File: config.mk
export PLATFORM = sky130hd
export DESIGN_NAME = bus_addr_seq
export DESIGN_NICKNAME = d
export VERILOG_FILES = /design/src/rtl/bus_addr_seq_pkg.sv /design/src/rtl/bus_addr_plan.sv /design/src/rtl/bus_addr_byte_pick.sv /design/src/rtl/bus_addr_ctrl.sv /design/src/rtl/bus_addr_seq.sv
export SDC_FILE = /design/constraint.sdc
export NUM_CORES = 1
export LEC_CHECK = 0
export ABC_AREA = 1
export BUFFER_PORTS_ARGS = -buffer_cell sky130_fd_sc_hd__buf_2
export CORE_ASPECT_RATIO = 0.6
export CORE_UTILIZATION = 55
export DETAILED_ROUTE_END_ITERATION = 8
export GPL_TIMING_DRIVEN = 0
export PLACE_DENSITY_LB_ADDON = 0.05
export REMOVE_ABC_BUFFERS = 1
export SLEW_MARGIN = 25
export SYNTH_ARGS = -nofsm -noshare
export SYNTH_HDL_FRONTEND = slang
export SYNTH_HIERARCHICAL = 1
export SYNTH_SLANG_ARGS = --single-unit
File: constraint.sdc
create_clock -name clk -period 5.4 [get_ports clk]
set_input_delay 0.81 -clock clk [delete_from_list [all_inputs] [get_ports clk]]
set_output_delay 0.81 -clock clk [all_outputs]
set_load 0.01 [all_outputs]
File: src/rtl/bus_addr_seq_pkg.sv
package bus_addr_seq_pkg;

  localparam logic [7:0] CMD_SKIP   = 8'hCC;
  localparam logic [7:0] CMD_MATCH  = 8'h55;
  localparam logic [7:0] CMD_RESUME = 8'hA5;

  localparam logic OP_RESET = 1'b0;
  localparam logic OP_BYTE  = 1'b1;

  localparam logic MODE_SELECT = 1'b0;
  localparam logic MODE_RESUME = 1'b1;

  typedef enum logic [1:0] {
    ST_IDLE      = 2'd0,
    ST_WAIT_RST  = 2'd1,
    ST_WAIT_BYTE = 2'd2
  } seq_state_e;

endpackage

File: src/rtl/bus_addr_plan.sv
module bus_addr_plan
  import bus_addr_seq_pkg::*;
#(
  parameter int CNT_W = 8
) (
  input  logic             mode_i,
  input  logic [CNT_W-1:0] count_i,
  output logic [7:0]       cmd_o,
  output logic             send_id_o
);

  logic single_dev;
  logic many_dev;

  assign single_dev = (count_i == CNT_W'(1));
  assign many_dev   = (count_i > CNT_W'(1));

  always_comb begin
    cmd_o     = CMD_SKIP;
    send_id_o = 1'b0;
    if (mode_i == MODE_RESUME) begin
      if (many_dev) cmd_o = CMD_RESUME;
    end else if (!single_dev) begin
      cmd_o     = CMD_MATCH;
      send_id_o = 1'b1;
    end
  end

endmodule

File: src/rtl/bus_addr_byte_pick.sv
module bus_addr_byte_pick #(
  parameter int ID_BYTES = 8,
  parameter int IDX_W    = 4
) (
  input  logic [7:0]            cmd_i,
  input  logic [8*ID_BYTES-1:0] id_i,
  input  logic [IDX_W-1:0]      idx_i,
  output logic [7:0]            byte_o
);

  localparam int LANES = ID_BYTES + 1;

  logic [7:0] lanes [LANES];

  assign lanes[0] = cmd_i;

  for (genvar k = 1; k < LANES; k++) begin : g_lane
    assign lanes[k] = id_i[8*(k-1) +: 8];
  end

  always_comb begin
    byte_o = '0;
    for (int k = 0; k < LANES; k++) begin
      if (idx_i == IDX_W'(k)) byte_o = lanes[k];
    end
  end

endmodule

File: src/rtl/bus_addr_ctrl.sv
module bus_addr_ctrl
  import bus_addr_seq_pkg::*;
#(
  parameter int IDX_W = 4
) (
  input  logic             clk,
  input  logic             rst,
  input  logic             start_i,
  input  logic             eng_done_i,
  input  logic             eng_presence_i,
  input  logic [IDX_W-1:0] last_idx_i,
  input  logic [7:0]       pick_byte_i,
  output logic [IDX_W-1:0] nxt_idx_o,
  output logic             idle_o,
  output logic             eng_req_o,
  output logic             eng_op_o,
  output logic [7:0]       eng_byte_o,
  output logic             done_o,
  output logic             err_o
);

  seq_state_e       state;
  logic [IDX_W-1:0] idx;

  assign idle_o    = (state == ST_IDLE);
  assign nxt_idx_o = (state == ST_WAIT_BYTE) ? idx + IDX_W'(1) : '0;

  always_ff @(posedge clk) begin
    if (rst) begin
      state      <= ST_IDLE;
      idx        <= '0;
      eng_req_o  <= 1'b0;
      eng_op_o   <= OP_RESET;
      eng_byte_o <= '0;
      done_o     <= 1'b0;
      err_o      <= 1'b0;
    end else begin
      eng_req_o <= 1'b0;
      done_o    <= 1'b0;
      unique case (state)
        ST_IDLE: begin
          if (start_i) begin
            eng_req_o <= 1'b1;
            eng_op_o  <= OP_RESET;
            err_o     <= 1'b0;
            state     <= ST_WAIT_RST;
          end
        end
        ST_WAIT_RST: begin
          if (eng_done_i) begin
            if (!eng_presence_i) begin
              done_o <= 1'b1;
              err_o  <= 1'b1;
              state  <= ST_IDLE;
            end else begin
              eng_req_o  <= 1'b1;
              eng_op_o   <= OP_BYTE;
              eng_byte_o <= pick_byte_i;
              idx        <= nxt_idx_o;
              state      <= ST_WAIT_BYTE;
            end
          end
        end
        ST_WAIT_BYTE: begin
          if (eng_done_i) begin
            if (idx == last_idx_i) begin
              done_o <= 1'b1;
              state  <= ST_IDLE;
            end else begin
              eng_req_o  <= 1'b1;
              eng_byte_o <= pick_byte_i;
              idx        <= nxt_idx_o;
            end
          end
        end
        default: state <= ST_IDLE;
      endcase
    end
  end

  // requests are single-cycle pulses
  p_req_pulse_r7: assert property (@(posedge clk) disable iff (rst)
    eng_req_o |=> !eng_req_o);

  // a request follows only a start or an engine completion
  p_req_cause_r7: assert property (@(posedge clk) disable iff (rst)
    eng_req_o |-> ($past(start_i) || $past(eng_done_i)));

  // the request leaving idle is a reset
  p_first_reset_r1: assert property (@(posedge clk) disable iff (rst)
    (eng_req_o && $past(state == ST_IDLE)) |-> (eng_op_o == OP_RESET));

  // completion is a single-cycle pulse
  p_done_pulse_r8: assert property (@(posedge clk) disable iff (rst)
    done_o |=> !done_o);

  // an error ending follows a completion without presence
  p_fail_cause_r2: assert property (@(posedge clk) disable iff (rst)
    (done_o && err_o) |-> $past(eng_done_i && !eng_presence_i));

endmodule

File: src/rtl/bus_addr_seq.sv
module bus_addr_seq
  import bus_addr_seq_pkg::*;
#(
  parameter int CNT_W    = 8,
  parameter int ID_BYTES = 8
) (
  input  logic                  clk,
  input  logic                  rst,
  input  logic                  start_i,
  input  logic                  mode_i,
  input  logic [CNT_W-1:0]      dev_count_i,
  input  logic [8*ID_BYTES-1:0] dev_id_i,
  output logic                  eng_req_o,
  output logic                  eng_op_o,
  output logic [7:0]            eng_byte_o,
  input  logic                  eng_done_i,
  input  logic                  eng_presence_i,
  output logic                  done_o,
  output logic                  err_o
);

  localparam int ID_W  = 8 * ID_BYTES;
  localparam int IDX_W = $clog2(ID_BYTES + 2);

  logic             idle;
  logic             cap_mode;
  logic [CNT_W-1:0] cap_count;
  logic [ID_W-1:0]  cap_id;
  logic [7:0]       cmd;
  logic             send_id;
  logic [IDX_W-1:0] last_idx;
  logic [IDX_W-1:0] nxt_idx;
  logic [7:0]       pick_byte;

  always_ff @(posedge clk) begin
    if (rst) begin
      cap_mode  <= MODE_SELECT;
      cap_count <= '0;
      cap_id    <= '0;
    end else if (start_i && idle) begin
      cap_mode  <= mode_i;
      cap_count <= dev_count_i;
      cap_id    <= dev_id_i;
    end
  end

  assign last_idx = send_id ? IDX_W'(ID_BYTES) : '0;

  bus_addr_plan #(.CNT_W(CNT_W)) u_plan (
    .mode_i    (cap_mode),
    .count_i   (cap_count),
    .cmd_o     (cmd),
    .send_id_o (send_id)
  );

  bus_addr_byte_pick #(.ID_BYTES(ID_BYTES), .IDX_W(IDX_W)) u_pick (
    .cmd_i  (cmd),
    .id_i   (cap_id),
    .idx_i  (nxt_idx),
    .byte_o (pick_byte)
  );

  bus_addr_ctrl #(.IDX_W(IDX_W)) u_ctrl (
    .clk            (clk),
    .rst            (rst),
    .start_i        (start_i),
    .eng_done_i     (eng_done_i),
    .eng_presence_i (eng_presence_i),
    .last_idx_i     (last_idx),
    .pick_byte_i    (pick_byte),
    .nxt_idx_o      (nxt_idx),
    .idle_o         (idle),
    .eng_req_o      (eng_req_o),
    .eng_op_o       (eng_op_o),
    .eng_byte_o     (eng_byte_o),
    .done_o         (done_o),
    .err_o          (err_o)
  );

  // captured request stays put while a sequence runs
  p_capture_hold_r6: assert property (@(posedge clk) disable iff (rst)
    (!idle && $past(!idle)) |-> ($stable(cap_mode) && $stable(cap_count) && $stable(cap_id)));

endmodule

==> results.ini, run 1 <==
[setup_path]
startpoint_type=flop
criticalPathCategory=reg2reg
cp.arrival_ns=3.32
crit_required_ns=5.68
end_kind=flop
crit_fanout=25

[sta]
fin_crit_sh=0.563
period_minus_slack_ns=3.04
slew-limit-headroom=0.367
clock_skew_ns=0.0105
max_freq_ghz=0.329
setup_violations=0
worst_slew_pin_slew_ns=0.949
tns_ns=0
grt_setup_unrepaired=false
hold_ws_ns=0.449
fin_ws_ns=2.36
final_max_slew_viol_count=0
hold_viol=0

[clocking]
clk_latency_ns=0.35
root_buffer=clkbuf_16
post_cts_buffers=0
cts_hold_buf=0
cts_resized=0
clkTransAtPathRegs_ns=0.06
numCtsBuffers=9
cts_tree=built
clk_path_buf_depth=2
cts_htree_levels=3
clock-sinks=91

[detailed_routing]
vias_per_cell=4.66
drt-wirelength-per-cell_um=11.2
wl_met2_mm=4.76
dr.pass1.iters=4
wl_met1_mm=5.52
drt-total-wl_mm=11.1
drtIter0Drc=292
wl_met3_um=667
drc=0
vias=4621
drtAntennaViolNets=0
highest_layer=met4

[logic_synthesis]
ys_seq_area_frac=0.360
ys_ff_latch=91
synth_warnings=6
synth_area_um2=5060
ys_types=29
postSynthAreaPerCell_um2=6.30
synthCells=803

[pwr]
p_comb_frac=0.420
ir_worst_vdd_mv=0.225
switching_share=0.415
power_frac_clock=0.209
power_frac_seq=0.370
p_leak_uw=0.00302
p_per_area_nw_per_um2=481
power_switching_uw=1140
p_int_uw=1600

[cells_and_area]
final_cell_area_um2=5680
nets=960
final_core_util=0.652
drive_gt1_frac=0.182
regArea_um2=1820
antennaDiodeCount=0
multi_input_area_um2=2490
fillers=830
syn_to_final_growth_pct=12.3

[placement]
placed_area_um2=5420
dp.final_hpwl_mm=7.66
io_buffer_count=89
pre_cts_ws_ns=2.41
gp_congestion=0.831

[global_routing]
grt_pass1_vias=4429
gr-total-overflow=0
grt_pass1_wl_mm=19.5
grt.total_usage=0.254
grt_max_degree=74
antenna_found_initial=0

[die]
core_um2=8720
core.rowCount=26
start_util=0.580
fp.dieW_um=126
die_height_um=76.3
io_pins=90
die_area_um2=9600

[status]
run_status=completed

[flow_run]
cap_violations=0

[worst_hold_path]
min-delay-path-class=reg2reg

cell usage after synthesis (all sizes together):
cell | n | area share
o22ai | 1 | 0.0012
o211ai | 6 | 0.0089
ha | 6 | 0.015
buf | 34 | 0.058
nand4 | 15 | 0.019
xor2 | 1 | 0.0017
nand2 | 254 | 0.19
nor3 | 2 | 0.0064
or2 | 2 | 0.0025
o21ai | 2 | 0.0027
a21oi | 7 | 0.0069
nand3 | 36 | 0.039
o21bai | 1 | 0.0015
conb | 3 | 0.0022
inv | 129 | 0.096
nor2 | 203 | 0.17
nand3b | 10 | 0.015
dfxtp | 91 | 0.36
critical path, cell delays in order (launching register included):
cell and delay [ns]:
dfxtp_1 0.37, inv_1 0.10, ha_1 0.32, nand3_1 0.16, inv_1 0.13, nor2_2 0.76
nand3_1 0.19, inv_1 0.29, nand2_1 0.10, nand4_1 0.12, nand2_1 0.08, nand4_1 0.07
nand3b_1 0.10, nand2_1 0.06, nor2_1 0.11
power by group through the flow:
stage	Combinational, µW	Clock, µW	Sequential [µW]
6_report	1150	573	1010
3_5_place_dp	1140	0	1020
2_1_floorplan	922	0	1000
5_1_grt	1340	613	1040
4_1_cts	1150	586	1010
3_3_place_gp	1190	0	1010
metrics by stage:
step                      cells  total power [µW]
after CTS                   991              2750
after global routing        991              2990
final                       991              2740
after detailed placement    977              2160
after floorplan             774              1920
after global placement      975              2200
logic make-up after synthesis:
| kind of cell | Yosys count | synth area share |
|---|---|---|
| buffers and inverters | 163 | 0.154 |
| and+or+nand+nor | 522 | 0.446 |
| xor gates and xnor gates | 1 | 0.00173 |
| other | 3 | 0.00223 |
| AOI/OAI and AO/OA | 17 | 0.0213 |
| DFF | 91 | 0.360 |
| adders and majority gates | 6 | 0.0148 |
routing by layer:
metal | vias up | track usage
li1 | 2496 | -
met1 | 1997 | 0.335
met2 | 117 | 0.404
met3 | 11 | 0.0723
met4 | 0 | 0.0735
met5 | - | 0
cell type report:
| type | instances | area share |
|---|---|---|
| clock buffers | 10 | 0.0403 |
| clock inverters | 4 | 0.00528 |
| inverters | 129 | 0.0861 |
| multi-input cells | 554 | 0.438 |
| flip-flops and latches | 91 | 0.321 |
| well taps | 112 | 0.0247 |
| repair buffers | 91 | 0.0854 |
state kept, by name (all words and copies together), names as in the netlist:
register	count
cap_mode	1
u_ctrl/eng_byte_o	8
cap_count	8
u_ctrl/eng_req_o	1
u_ctrl/eng_op_o	1
u_ctrl/idx	4
u_ctrl/err_o	1
u_ctrl/state	2
cap_id	64
u_ctrl/done_o	1
cells in the final DEF, fill, tap and decap left out, types with 2 or more instances in the layout:
master | Yosys | final
ha_1 | 6 | 6
nor2_1 | 177 | 176
inv_2 | 12 | 11
inv_4 | 1 | 2
nand4_1 | 15 | 15
buf_2 | 9 | 89
nor2_4 | 6 | 6
conb_1 | 3 | 8
nand3_1 | 34 | 34
nor3_4 | 2 | 2
inv_1 | 116 | 116
a21oi_1 | 7 | 7
buf_12 | 0 | 2
clkinv_4 | 0 | 2
o211ai_1 | 6 | 6
nand2_2 | 8 | 8
dfxtp_1 | 91 | 91
nand2_1 | 246 | 245
nand3b_1 | 10 | 10
nor2_2 | 19 | 20
clkbuf_16 | 0 | 9
or2_2 | 2 | 2
path summary, 6_finish.rpt:
path	startpoint	to	slack, ns	cells after the start
max	u_ctrl/state[0]$_SDFFE_PP0P_	u_ctrl/eng_byte_o[1]$_SDFFE_PP0P_	2.36	14
max reg2reg	u_ctrl/state[0]$_SDFFE_PP0P_	u_ctrl/eng_byte_o[1]$_SDFFE_PP0P_	2.36	14
min	u_ctrl/err_o$_SDFFE_PP0P_	u_ctrl/err_o$_SDFFE_PP0P_	0.45	2
min reg2reg	u_ctrl/err_o$_SDFFE_PP0P_	u_ctrl/err_o$_SDFFE_PP0P_	0.45	2
Power figures use the tool's default switching activity.
==> run 2, diff against run 1 <==
ABC_AREA = 0   (was 1)
clock period = 2.8 ns   (was 5.4 ns; I/O delays follow)
==> results.ini, run 2 <==
[logic_synthesis]
yosysTopAreaCellShare=0.356  ; was 0.360
synthCells=570  ; was 803
ys_types=52  ; was 29
synth_ff_type=dfxtp_1  ; unchanged
ys_seq_area_frac=0.356  ; was 0.360
synth_edf_count=0  ; unchanged
synth_warnings=6  ; unchanged
async_flop_share=0  ; unchanged
synthTopCellsByArea=dfxtp_1, a21bo_1, a21oi_1, nand3_1, mux2i_1  ; was dfxtp_1, nand2_1, nor2_1, inv_1, buf_6
synth_area_um2=5110  ; was 5060 µm²
ys_ff_latch=91  ; unchanged
postSynthAreaPerCell_um2=8.97  ; was 6.30 µm²
netlist_top_cells_count=dfxtp_1, a21oi_1, nand3_1  ; was nand2_1, nor2_1, inv_1
synth_most_common_cell=dfxtp_1  ; was nand2_1
yosys.area.top_type=dfxtp_1  ; unchanged

[sta]
slew-limit-headroom=0.549  ; was 0.367
clock_skew_ns=0.00469  ; was 0.0105 ns
period_minus_slack_ns=2.66  ; was 3.04 ns
tns_ns=0  ; unchanged
setup_violations=0  ; unchanged
max_freq_ghz=0.376  ; was 0.329 GHz
fin_ws_ns=0.139  ; was 2.36 ns
hold_viol=0  ; unchanged
fin_crit_sh=0.950  ; was 0.563
grt_setup_unrepaired=false  ; unchanged
final_max_slew_viol_count=0  ; unchanged
worst_slew_pin_slew_ns=0.677  ; was 0.949 ns

[detailed_routing]
dr.pass1.iters=5  ; was 4
drc=0  ; unchanged
drtIter0Drc=423  ; was 292
drt-wirelength-per-cell_um=16.0  ; was 11.2 µm
vias_per_cell=5.83  ; was 4.66
vias=4340  ; was 4621
drt-total-wl_mm=11.9  ; was 11.1 mm
drtAntennaViolNets=0  ; unchanged

[global_routing]
grt.total_usage=0.255  ; was 0.254
grt_pass1_wl_mm=19.8  ; was 19.5 mm
gr-total-overflow=0  ; unchanged
grt_pass1_vias=3987  ; was 4429
grt_use_met1=0.366  ; was 0.335
antenna_found_initial=0  ; unchanged
busiest_layer=met2  ; unchanged
grt_use_met2=0.378  ; was 0.404
gr-usage-met3=0.0635  ; was 0.0723
grt_max_degree=98  ; was 74

[clocking]
root_buffer=clkbuf_16  ; unchanged
clkTransAtPathRegs_ns=0.06  ; about the same
clk_path_buf_depth=2  ; unchanged
cts_tree=built  ; unchanged
clock-sinks=91  ; unchanged
cts_htree_levels=3  ; unchanged
numCtsBuffers=9  ; unchanged
clk_latency_ns=0.34  ; was 0.35 ns

[pwr]
p_leak_uw=0.00233  ; was 0.00302 µW
power.total_uw=4210  ; was 2740 µW
p_per_area_nw_per_um2=711  ; was 481 nW/µm²
ir_worst_vdd_mv=0.499  ; was 0.225 mV

[cells_and_area]
antennaDiodeCount=0  ; unchanged
final_cell_mix=dfxtp_1, buf_2, a21oi_1  ; was nand2_1, nor2_1, inv_1
drive_gt1_frac=0.283  ; was 0.182
nets=712  ; was 960
top_regs=cap_id (64), cap_count (8), u_ctrl/eng_byte_o (8)  ; unchanged
final_common_cell=dfxtp_1  ; was nand2_1
final_cell_area_um2=5920  ; was 5680 µm²
syn_to_final_growth_pct=15.8  ; was 12.3%
largest_reg_flops=64  ; unchanged
regMostFlops=cap_id  ; unchanged
final_core_util=0.677  ; was 0.652

[setup_path]
crit_required_ns=3.07  ; was 5.68 ns
startpoint_type=flop  ; unchanged
end_kind=flop  ; unchanged
cp.arrival_ns=2.93  ; was 3.32 ns
crit_fanout=10  ; was 25
criticalPathCategory=reg2reg  ; unchanged

[die]
die_height_um=76.7  ; was 76.3 µm
start_util=0.585  ; was 0.580
core.rowCount=26  ; unchanged
die_area_um2=9700  ; was 9600 µm²
io_pins=90  ; unchanged
fp.dieW_um=126  ; about the same
core_um2=8750  ; was 8720 µm²

[flow_run]
cap_violations=0  ; unchanged

[status]
run_status=completed  ; unchanged

[worst_hold_path]
min-delay-path-class=in2reg  ; was reg2reg

[placement]
dp.final_hpwl_mm=7.67  ; was 7.66 mm
io_buffer_count=89  ; unchanged
pre_cts_ws_ns=-0.667  ; was 2.41 ns
placed_area_um2=5500  ; was 5420 µm²
gp_congestion=0.815  ; was 0.831

==> run 2: logic make-up after synthesis <==
family / synth area share
adder cells (fa/ha/maj): 0.0147
other: 0.00220
XOR/XNOR: 0.0103
flip-flops: 0.356
buffers and inverters: 0.0778
multiplexers: 0.0590
AND/OR/NAND/NOR: 0.181
AO/OA/AOI/OAI: 0.299
==> run 2: final timing paths <==
path              slack [ns]  depth (start not counted)                               from                                 to
setup / recovery        0.14                         10         u_ctrl/idx[0]$_SDFFE_PP0P_  u_ctrl/eng_byte_o[5]$_SDFFE_PP0P_
hold / removal          0.32                          3                     dev_count_i[1]          cap_count[1]$_SDFFE_PP0P_
setup reg to reg        0.14                         10         u_ctrl/idx[0]$_SDFFE_PP0P_  u_ctrl/eng_byte_o[5]$_SDFFE_PP0P_
hold reg to reg         0.48                          2  u_ctrl/eng_byte_o[2]$_SDFFE_PP0P_  u_ctrl/eng_byte_o[2]$_SDFFE_PP0P_
==> run 2: metal layers <==
metal	vias up	share of wire
met4	0	0.0089
met1	2025	0.49
met3	12	0.066
li1	2170	-
met2	133	0.44
met5	-	0
==> run 2: cell type report <==
class	count	area, µm²
repair buffers	102	648
clock inverters	4	47.5
flip-flops and latches	91	1820
clock buffers	12	267
fillers	721	2830
well taps	112	140
inverters	9	37.5
multi-input cells	415	2960
==> run 2: report_power, final <==
part	leakage, µW	internal (µW)	total, µW	switching (µW)
registers	0.000745	1480	1580	98.1
clock network	0.000155	762	1270	504
logic	0.00143	591	1370	778
total	0.00233	2830	4210	1380
==> run 2: metrics by stage <==
step,hold WS (ns),instances
6_report,0.324,745
5_1_grt,0.319,745
4_1_cts,0.315,742
3_5_place_dp,0.467,721
3_3_place_gp,0.457,716
2_1_floorplan,0.482,515
==> run 2: critical path: stages (launching register included) <==
cell and delay, ns:
dfxtp_1 0.50, nand3_1 0.18, xnor2_1 0.18, nand2_1 0.10, inv_1 0.15, or3b_1 0.52, o22ai_1 0.22, a21oi_1 0.12
o221ai_1 0.17, or2b_2 0.31, mux2i_1 0.12
==> run 2: what timing repair did <==
item                                   4_1_cts  5_1_grt
endpoints found under the hold margin        0        0
buffers inserted                             5        3
pin swaps                                    3        1
gates cloned                                 0        0
setup endpoints to repair                    8        8
resized for setup                            5        9
hold buffers                                 0        0
==> run 3, diff against run 2 <==
ABC_AREA = 1   (was 0)
==> results.ini, run 3 (same netlist as run 1, synthesis figures left out) <==
[flow_run]
cap_violations=0  ; unchanged

[cells_and_area]
fillers=827  ; was 721
regMostFlops=cap_id  ; unchanged
antennaDiodeCount=0  ; unchanged
drive_gt1_frac=0.186  ; was 0.283
syn_to_final_growth_pct=13.0  ; was 15.8%
top_regs=cap_id (64), cap_count (8), u_ctrl/eng_byte_o (8)  ; unchanged
largest_reg_flops=64  ; unchanged
final_common_cell=nand2_1  ; was dfxtp_1
final_cell_mix=nand2_1, nor2_1, inv_1  ; was dfxtp_1, buf_2, a21oi_1
final_cell_area_um2=5720  ; was 5920 µm²
nets=963  ; was 712

[sta]
worst_slew_pin_slew_ns=0.745  ; was 0.677 ns
period_minus_slack_ns=2.66  ; about the same
fin_crit_sh=0.949  ; was 0.950
max_freq_ghz=0.376  ; about the same
final_max_slew_viol_count=0  ; unchanged
setup_violations=0  ; unchanged
hold_viol=0  ; unchanged
slew-limit-headroom=0.503  ; was 0.549
clock_skew_ns=0.00871  ; was 0.00469 ns
tns_ns=0  ; unchanged

[setup_path]
crit_required_ns=3.05  ; was 3.07 ns
cp.arrival_ns=2.91  ; was 2.93 ns
cp_common_cell=nand2_1
slowest_stage=nor3_4  ; was or3b_1
end_kind=flop  ; unchanged
rr_worst_depth=14  ; was 10
max_stage_delay_ns=0.38  ; was 0.52 ns
criticalPathCategory=reg2reg  ; unchanged
startpoint_type=flop  ; unchanged
crit_chain=inv_1, ha_1, nand2_1, clkinvlp_4, nor2_4, inv_2, nor3_4, o21bai_1, inv_1, nand2_1, nand2_1, nand3b_1, nand2_1, nor2_1  ; was nand3_1, xnor2_1, nand2_1, inv_1, or3b_1, o22ai_1, a21oi_1, o221ai_1, or2b_2, mux2i_1
crit_fanout=9  ; was 10

[detailed_routing]
vias_per_cell=4.67  ; was 5.83
vias=4639  ; was 4340
drt-wirelength-per-cell_um=11.3  ; was 16.0 µm
drt-total-wl_mm=11.3  ; was 11.9 mm
dr.pass1.iters=4  ; was 5
drtAntennaViolNets=0  ; unchanged
drc=0  ; unchanged
drtIter0Drc=268  ; was 423

[global_routing]
grt_max_degree=74  ; was 98
grt_pass1_wl_mm=19.5  ; was 19.8 mm
grt.total_usage=0.254  ; was 0.255
antenna_found_initial=0  ; unchanged
grt_pass1_vias=4433  ; was 3987
gr-total-overflow=0  ; unchanged

[placement]
placed_area_um2=5420  ; was 5500 µm²
gp_congestion=0.831  ; was 0.815
io_buffer_count=89  ; unchanged
dp.final_hpwl_mm=7.66  ; was 7.67 mm

[clocking]
clkTransAtPathRegs_ns=0.07  ; was 0.06 ns
clk_latency_ns=0.35  ; was 0.34 ns
clock-sinks=91  ; unchanged
numCtsBuffers=9  ; unchanged
cts_htree_levels=3  ; unchanged
cts_tree=built  ; unchanged
cts_hold_buf=0  ; unchanged
root_buffer=clkbuf_16  ; unchanged
clk_path_buf_depth=2  ; unchanged

[die]
die_area_um2=9600  ; was 9700 µm²
die_height_um=76.3  ; was 76.7 µm
core.rowCount=26  ; unchanged
start_util=0.580  ; was 0.585
io_pins=90  ; unchanged
core_um2=8720  ; was 8750 µm²
fp.dieW_um=126  ; about the same

[status]
run_status=completed  ; unchanged

[pwr]
power.total_uw=5300  ; was 4210 µW
ir_worst_vdd_mv=0.437  ; was 0.499 mV
p_per_area_nw_per_um2=926  ; was 711 nW/µm²
p_leak_uw=0.00302  ; was 0.00233 µW

[worst_hold_path]
min-delay-path-class=in2reg  ; unchanged
worstHoldPathCells=3  ; unchanged

run 3: cell count changes in the layout (fill, tap and decap cells not counted), moves of 42 or more:
| cell | previous run | this run |
|---|---|---|
| nand2_1 | 18 | 245 |
| nand3_1 | 76 | 34 |
| nor2_1 | 9 | 176 |
| a21oi_1 | 79 | 7 |
| a21bo_1 | 59 | 0 |
| inv_1 | 6 | 115 |
run 3: layout make-up:
class | count | area (µm²) | share of cell area
Clock buffer | 10 | 229 | 0.0400
Clock inverter | 4 | 30.0 | 0.00525
Inverter | 129 | 493 | 0.0862
Multi-Input combinational cell | 555 | 2500 | 0.438
Sequential cell | 91 | 1820 | 0.319
Tap cell | 112 | 140 | 0.0245
Timing Repair Buffer | 93 | 500 | 0.0875
run 3: worst paths after layout:
path | from | to | slack (ns)
setup / recovery | u_ctrl/state[0]$_SDFFE_PP0P_ | u_ctrl/eng_byte_o[6]$_SDFFE_PP0P_ | 0.14
hold / removal | dev_id_i[5] | cap_id[5]$_SDFFE_PP0P_ | 0.29
setup reg to reg | u_ctrl/state[0]$_SDFFE_PP0P_ | u_ctrl/eng_byte_o[6]$_SDFFE_PP0P_ | 0.14
hold reg to reg | u_ctrl/err_o$_SDFFE_PP0P_ | u_ctrl/err_o$_SDFFE_PP0P_ | 0.45
run 3: stage by stage:
| step | util | std cells | hold WS [ns] | setup WS, ns |
|---|---|---|---|---|
| 3_3_place_gp | 0.616 | 975 | 0.436 | -1.58 |
| 4_1_cts | 0.652 | 991 | 0.277 | 0.115 |
| 6_report | 0.656 | 994 | 0.285 | 0.143 |
| 3_5_place_dp | 0.622 | 977 | 0.440 | -0.185 |
| 2_1_floorplan | - | 774 | 0.474 | -0.482 |
| 5_1_grt | 0.656 | 994 | 0.283 | -0.00388 |
run 3: repair_timing:
action / in CTS / in global routing
gates resized for setup: 2 / 2
endpoints found under the setup margin: 8 / 8
gates cloned: 0 / 1
endpoints found under the hold margin: 0 / 0
setup buffers: 0 / 2
pin swaps: 0 / 3
run 3: power by group:
| part | switching (µW) | leakage, µW | internal (µW) | total [µW] |
|---|---|---|---|---|
| sequential | 259 | 0.000752 | 1700 | 1960 |
| combinational | 1430 | 0.00214 | 805 | 2240 |
| clock | 509 | 0.000124 | 593 | 1100 |
| total | 2200 | 0.00302 | 3090 | 5300 |
run 3: worst max-delay path: cells and delay by family (launching register included):
kind                       cells  cell delay (ns)
adders and majority gates      1             0.32
DFF                            1             0.37
and+or+nand+nor                8             1.22
AOI/OAI and AO/OA              1             0.17
buffers and inverters          4             0.47
run 3: metal layers:
metal  track usage  part of all wire  wire (µm)
met2         0.404              0.43       4860
met3        0.0723             0.054        608
met1         0.335              0.50       5660
met5             0                 0          0
met4        0.0747             0.012        131
